## src/rtl/dbell_pkg.sv

```systemverilog
package dbell_pkg;

  // Update rule applied by each flag cell
  typedef enum logic {
    MODE_NORMAL = 1'b0,
    MODE_TEST   = 1'b1
  } cell_mode_e;

  localparam int unsigned DB_W_DEFAULT = 32;

endpackage

```

## src/rtl/dbell_rst_sync.sv

```systemverilog
module dbell_rst_sync #(
  parameter int unsigned STAGES = 2
) (
  input  logic clk,
  input  logic rst_n,
  output logic rst_n_sync
);

  logic [STAGES-1:0] sync_q;

  always_ff @(posedge clk or negedge rst_n) begin
    if (!rst_n) begin
      sync_q <= '0;
    end else begin
      sync_q <= {sync_q[STAGES-2:0], 1'b1};
    end
  end

  assign rst_n_sync = sync_q[STAGES-1];

endmodule

```

## src/rtl/dbell_cell.sv

```systemverilog
module dbell_cell
  import dbell_pkg::*;
(
  input  cell_mode_e mode,
  input  logic       cur,
  input  logic       host_set,
  input  logic       loc_wr,
  input  logic       loc_bit,
  output logic       nxt
);

  logic keep_val;

  always_comb begin
    unique case (mode)
      MODE_TEST:   keep_val = loc_wr ? loc_bit : cur;
      default:     keep_val = cur & ~(loc_wr & loc_bit);
    endcase
    // a raise from the host always wins over the local side
    nxt = host_set | keep_val;
  end

endmodule

```

## src/rtl/dbell_next.sv

```systemverilog
module dbell_next
  import dbell_pkg::*;
#(
  parameter int unsigned W = DB_W_DEFAULT
) (
  input  logic         test_mode,
  input  logic [W-1:0] cur,
  input  logic         host_wr,
  input  logic [W-1:0] host_wdata,
  input  logic         loc_wr,
  input  logic [W-1:0] loc_wdata,
  output logic [W-1:0] nxt,
  output logic         upd_en
);

  cell_mode_e   mode;
  logic [W-1:0] host_mask;

  assign mode      = test_mode ? MODE_TEST : MODE_NORMAL;
  assign host_mask = host_wr ? host_wdata : '0;
  assign upd_en    = host_wr | loc_wr;

  for (genvar i = 0; i < W; i++) begin : g_cell
    dbell_cell u_cell (
      .mode     (mode),
      .cur      (cur[i]),
      .host_set (host_mask[i]),
      .loc_wr   (loc_wr),
      .loc_bit  (loc_wdata[i]),
      .nxt      (nxt[i])
    );
  end

endmodule

```

## src/rtl/dbell_irq.sv

```systemverilog
module dbell_irq #(
  parameter int unsigned W = 32
) (
  input  logic         clk,
  input  logic         rst_n,
  input  logic [W-1:0] flags,
  output logic         irq
);

  logic irq_d;
  logic irq_q;

  always_comb begin
    irq_d = |flags;
  end

  always_ff @(posedge clk or negedge rst_n) begin
    if (!rst_n) begin
      irq_q <= 1'b0;
    end else begin
      irq_q <= irq_d;
    end
  end

  assign irq = irq_q;


  irq_lag_chk: assert property (@(posedge clk) disable iff (!rst_n)
    1'b1 |=> irq == $past(|flags));

endmodule

```

## src/rtl/dbell_reg.sv

```systemverilog
module dbell_reg
  import dbell_pkg::*;
#(
  parameter int unsigned W          = DB_W_DEFAULT,
  parameter int unsigned SYNC_DEPTH = 2
) (
  input  logic         clk,
  input  logic         rst_n,
  input  logic         test_mode,
  input  logic         host_wr,
  input  logic [W-1:0] host_wdata,
  output logic [W-1:0] host_rdata,
  input  logic         loc_wr,
  input  logic [W-1:0] loc_wdata,
  output logic [W-1:0] loc_rdata,
  output logic         irq
);

  logic         rst_n_s;
  logic [W-1:0] db_q;
  logic [W-1:0] db_d;
  logic         db_en;

  dbell_rst_sync #(.STAGES(SYNC_DEPTH)) u_rst_sync (
    .clk        (clk),
    .rst_n      (rst_n),
    .rst_n_sync (rst_n_s)
  );

  dbell_next #(.W(W)) u_next (
    .test_mode  (test_mode),
    .cur        (db_q),
    .host_wr    (host_wr),
    .host_wdata (host_wdata),
    .loc_wr     (loc_wr),
    .loc_wdata  (loc_wdata),
    .nxt        (db_d),
    .upd_en     (db_en)
  );

  always_ff @(posedge clk or negedge rst_n_s) begin
    if (!rst_n_s) begin
      db_q <= '0;
    end else if (db_en) begin
      db_q <= db_d;
    end
  end

  dbell_irq #(.W(W)) u_irq (
    .clk   (clk),
    .rst_n (rst_n_s),
    .flags (db_q),
    .irq   (irq)
  );

  assign host_rdata = db_q;
  assign loc_rdata  = db_q;


  host_set_chk: assert property (@(posedge clk) disable iff (!rst_n_s)
    host_wr |=> ((db_q & $past(host_wdata)) == $past(host_wdata)));


  loc_clr_chk: assert property (@(posedge clk) disable iff (!rst_n_s)
    (loc_wr && !test_mode) |=>
      ((db_q & $past(loc_wdata & ~(host_wr ? host_wdata : '0))) == '0));


  test_load_chk: assert property (@(posedge clk) disable iff (!rst_n_s)
    (loc_wr && test_mode) |=>
      (db_q == $past(loc_wdata | (host_wr ? host_wdata : '0))));


  idle_hold_chk: assert property (@(posedge clk) disable iff (!rst_n_s)
    (!host_wr && !loc_wr) |=> $stable(db_q));

endmodule

```

## config.mk

```make
export PLATFORM = sky130hd
export DESIGN_NAME = dbell_reg
export DESIGN_NICKNAME = d
export VERILOG_FILES = /design/src/rtl/dbell_pkg.sv /design/src/rtl/dbell_rst_sync.sv /design/src/rtl/dbell_cell.sv /design/src/rtl/dbell_next.sv /design/src/rtl/dbell_irq.sv /design/src/rtl/dbell_reg.sv
export SDC_FILE = /design/constraint.sdc
export NUM_CORES = 1
export LEC_CHECK = 0
export BUFFER_PORTS_ARGS = -buffer_cell sky130_fd_sc_hd__buf_2
export CAP_MARGIN = 20
export CORE_ASPECT_RATIO = 1.1
export CORE_MARGIN = 4
export CORE_UTILIZATION = 30
export CTS_CLUSTER_DIAMETER = 50
export DETAILED_ROUTE_END_ITERATION = 16
export PLACE_DENSITY = 0.64
export SYNTH_ARGS = -nofsm -noshare
export SYNTH_HDL_FRONTEND = slang
export SYNTH_SLANG_ARGS = --single-unit
export TNS_END_PERCENT = 20
```

## constraint.sdc

```tcl
create_clock -name clk -period 1.3 [get_ports clk]
set_input_delay 0.325 -clock clk [delete_from_list [all_inputs] [get_ports clk]]
set_output_delay 0.325 -clock clk [all_outputs]
set_load 0.01 [all_outputs]
```

* Yosys cells after proc, flatten, opt, wreduce, memory -nomap -nowiden
Cells that the tools add are included.
** Operators by class
- Multiply operators :: 0
- Eq/ne operators :: 0
- Mux-type cells :: 66
- $add $sub $neg :: 0
- Shift operators :: 0
- Div/mod/pow operators :: 0
- Bitwise logic cells :: 129
- Reduce and logical (&&, ||, !) cells :: 1
- Order comparisons :: 0
** Operator list (number)
- 1-bit 2-to-1 mux :: 65
- 1-bit bitwise AND :: 64
- 1-bit OR :: 33
- 32-bit 2-to-1 mux :: 1
- 1-bit inverter :: 32
- 32-bit OR reduction :: 1
** Storage, ports and cells
- Bits in latches :: 0
- Memories kept :: 0
- Logic and storage cells :: 199
- Register bits :: 35
- Memory bits (writable) :: 0
- ROM bits :: 0

* Depth between registers and ports, before layout
- Depth after elaboration :: 5
- Gate-level depth with buffers :: 5
- Mapped depth without buffers :: 3

* Modules after synthesis
A second synthesis with hierarchy kept.
** Second synthesis, totals
- Cells, all modules :: 247
- Area total of the unflattened synthesis :: 2801.4 um2
** Modules (own cells, without submodules)
- dbell_reg :: area an instance 1585.3 um2, cells an instance 100, seq. area each 800.8 um2, times used 1
- dbell_cell :: area an instance 25.0 um2, cells an instance 3, seq. area each 0.0 um2, times used 32
- dbell_next :: area an instance 261.5 um2, cells an instance 36, seq. area each 0.0 um2, times used 1
- dbell_irq :: area an instance 100.1 um2, cells an instance 12, seq. area each 25.0 um2, times used 1
- dbell_rst_sync :: area an instance 53.8 um2, cells an instance 3, seq. area each 50.0 um2, times used 1

* Least setup slack after synthesis
No wires, ideal clock.
- Path kind :: input -> register
- Start :: input port loc_wr
- End :: register db_q[10] (netlist: host_rdata[10])
- Setup slack :: 134 ps
- Data required time :: 1173 ps
- Arrival :: 1039 ps
- Stages on the path :: 5
- Path buffers :: 2
- Path through :: and2_4 -> buf_6 -> buf_8 -> a222oi_1 -> inv_1
** Between the ends
- Longest elaborated chain between the ends :: 5
- Elaborated cells on any way between the ends :: 7
** RTL lines
- start, declared :: line dbell_reg.sv:13 : input logic loc_wr,
- 1-bit bitwise AND :: line dbell_cell.sv:17 : default: keep_val = cur & ~(loc_wr & loc_bit);
- 1-bit inverter :: line dbell_cell.sv:17
- 1-bit bitwise AND :: line dbell_cell.sv:17
- 1-bit 2-to-1 mux :: line dbell_cell.sv:15 : unique case (mode)
- 1-bit OR :: line dbell_cell.sv:20 : nxt = host_set | keep_val;
- end signal, assigned :: line dbell_reg.sv:43 : db_q <= '0;
- end signal, assigned :: line dbell_reg.sv:45 : db_q <= db_d;
- end, declared :: line dbell_reg.sv:20 : logic [W-1:0] db_q;
Parallel ways exist; a longest one is shown, timed or not.
A chain may end at the register's enable or synchronous reset.

* Final worst setup path
- Start :: register db_q[8] (netlist: host_rdata[8])
- End :: output port host_rdata[8]
** RTL lines
- end, declared :: line dbell_reg.sv:12 : output logic [W-1:0] host_rdata,
No word-level cell between the ends.

==> metrics.md <==
| Metric | Value |
|---|---|
| Status | complete, no violations |
| GRT overflow | 0 |
| Final setup margin | 0.03032 ns |
| Antenna Cells | 0 |
| Die X | 88.59 um |
| IO Count | 134 |
| Achievable Freq | 787.6 MHz |
| Yosys reg bits | 35 |
| Synthesized instance count | 221 |
| Clk_skew | 0.005443 ns |
| Post-Syn Nets | 290 |
| Psw | 0.9284 mW |
| Min-delay worst type | reg -> async |
| Final setup fails | 0 |
| Commonest cells in the netlist | 64 x buf_4, 35 x dfrtp_1, 32 x a222oi_1, 32 x inv_1, 22 x o21ai_0 |
| Final WL | 5.484 mm |
| Synth unique cells | 15 |
| R2R setup slack | 0.04 ns |
| CTS tree | done |
| Synth warn | 0 |
| Critical Path End Type | output port |
| Internal power | 2.213 mW |
| Worst R2R End | u_irq.irq |
| Clk_lat worst skew | 0.28 ns |
| Register share of total power | 0.427 |
| Via count | 1915 |
| Most numerous cell in the Yosys netlist | buf_4 |
| Number of global-route vias before repair | 1842 |
| Design Power | 3.141 mW |
| Antenna violations before repair | 0 |
| RSZ-0062 raised after global routing | true |
| Die Y | 96.65 um |
| Rows | 32 |
| Crit Reg-Reg Startpoint | host_rdata[8] |
| Global placer's final weighted congestion | 0.7178 |
| CTS sink count | 35 |
| Via density | 4.910 |
| Core area | 6967 sq um |
| H-tree levels | 2 |
| Layout cells sized above 1 | 0.5410 |
| First-pass GRT wire length | 8.618 mm |
| Syn_area_per_cell | 9.698 sq um |
| Top cell type by total area after synthesis | dfrtp_1 |
| Post-route setup TNS | 0 ns |
| Worst Path Required | 0.98 ns |
| Leakage Power | 1.357 nW |
| Deepest clock path buffer count | 2 |
| I/O Buffers | 133 |
| Tmin final | 1.270 ns |
| Combinational share of power | 0.280 |
| Largest net degree at the start of global routing | 34 |
| Worst Path Class, Setup | reg -> out |
| Hold Vio Cnt, Final | 0 |
| Sequential element share of the synthesized area | 0.4086 |
| First-pass iteration count of the detailed router | 7 |
| Clock slew at reported path FFs | 0.07 ns |
| Post-synth EDFFs | 0 |
| WP data arrival | 0.94 ns |
| Cell Pwr Density | 1168 nW/um^2 |
| CP Launch Type | register |
| Worst rel slew slack | 0.6084 |
| Area grow syn2layout | 25.45% |
| Root Buffer | clkbuf_8 |
| R2R depth | 4 |
| FFs w/ async S/R, synth | 1.000 |
| TritonCTS buffer count | 5 |
| Initial Util | 0.3077 |
| Primary FF master, synth | dfrtp_1 |
| Largest cells by area after synthesis | dfrtp_1 41%, buf_4 22%, a222oi_1 15% |
| Pre-CTS WS | -0.2068 ns |
| Drt wl/cell | 14.06 um |
| Top cell type's share of synthesized area | 0.4086 |
| Number of DRC markers in iteration 0 | 168 |
| Antenna viol nets, final | 0 |
| Gr usage total | 0.1256 |
| Core Util, Final | 0.3860 |
| Fill count | 749 |
| Post-DP HPWL | 4.233 mm |
| Die Area | 8562 sq um |
| Mapped cell area | 2143 sq um |
| Number of max-cap violations | 0 |
| Switch share | 0.2955 |
| Crit-path max FO | 3 |
| Worst Tran Pin Value | 0.5874 ns |
| Post-layout nets | 374 |
| Slew Viols, Final | 0 |
| Clock share of power | 0.293 |
| Peak VDD IR | 0.5025 mV |
| Final Cycle Share | 0.9767 |
| DRC | 0 |
[state kept, by name, summed over array words and instances, names as in the netlist]
signal	cells
host_rdata	32
u_irq.irq	1
u_rst_sync.sync_q	2
[power by group through the flow]
stage	sequential [mW]	combinational, mW	clock, mW
floorplan	1.34	0.686	0
global placement	1.33	0.836	0
detailed placement	1.34	0.841	0
CTS	1.33	0.860	0.972
global route	1.36	0.969	1.03
finish	1.34	0.878	0.920
[worst max-delay path by stage]
stage                     slack, ns  cells past startpoint            from        endpoint
final                          0.03                      2   host_rdata[8]   host_rdata[8]
after CTS                     -0.01                      3  host_rdata[29]       u_irq.irq
after global placement        -0.22                      3  host_rdata[26]       u_irq.irq
after floorplan                0.13                      5          loc_wr  host_rdata[10]
after global routing          -0.05                      4   host_rdata[3]       u_irq.irq
after detailed placement      -0.21                      3  host_rdata[26]       u_irq.irq
[through the flow]
step	instances	hold WS (ns)	instance area, sq um
floorplan	221	0.02941	2143
global placement	381	0.1115	2472
detailed placement	381	0.1118	2472
CTS	390	0.2673	2630
global route	390	0.2676	2689
finish	390	0.2654	2689
[cell usage in the layout (no fill, tap or decap)]
master         netlist  final
nor4_2               0      3
o21ai_1             10     10
bufinv_16            0      1
buf_4               64     14
buf_2                0    129
and2_4               1      1
or2_1                1      1
conb_1               1      1
clkbuf_1             6      1
nor4_1               8      3
dlygate4sd3_1        0      1
o21ai_0             22     22
a222oi_1            32     32
dfrtp_1             35     35
clkbuf_8             0      5
nor4_4               0      2
inv_1               32     32
buf_6                1     10
nand4_1              2      2
[worst max-delay path, cell delays in order, from the launching register on]
cell,delay [ns]
dfrtp_1,0.41
buf_6,0.13
buf_2,0.13
[layer usage]
metal  track usage  share of wire  vias up
li1              -              -      911
met1        0.1530           0.39      884
met2        0.2205           0.49      110
met3       0.02726           0.10       10
met4       0.03140          0.015        0
met5             0              0        -
[final cells by class]
cell class | count | area (sq um) | share of cell area
clock buffers | 6 | 72.57 | 0.02699
clock inverters | 1 | 30.03 | 0.01117
multi-input cells | 77 | 610.6 | 0.2271
flip-flops and latches | 35 | 875.8 | 0.3257
repair buffers | 154 | 873.3 | 0.3248
inverters | 32 | 120.1 | 0.04467
well taps | 85 | 106.4 | 0.03955
[logic make-up (layout without fill, tap and decap cells)]
family / count (synthesis) / in the layout / share of synthesized area
AO/OA/AOI/OAI: 64 / 64 / 0.2242
buffers and inverters: 109 / 193 / 0.3292
flip-flops: 35 / 35 / 0.4086
other: 1 / 1 / 0.001750
AND/OR/NAND/NOR: 12 / 12 / 0.03620
[repair_timing]
action | in CTS | in global routing
hold buffers | 1 | 0
buffers inserted | 1 | 0
pin swaps | 3 | 0
gates resized for setup | 6 | 11
endpoints found under the hold margin | 2 | 0
endpoints found under the setup margin | 3 | 16
cloned | 0 | 0
(Power assumes the default switching activity.)
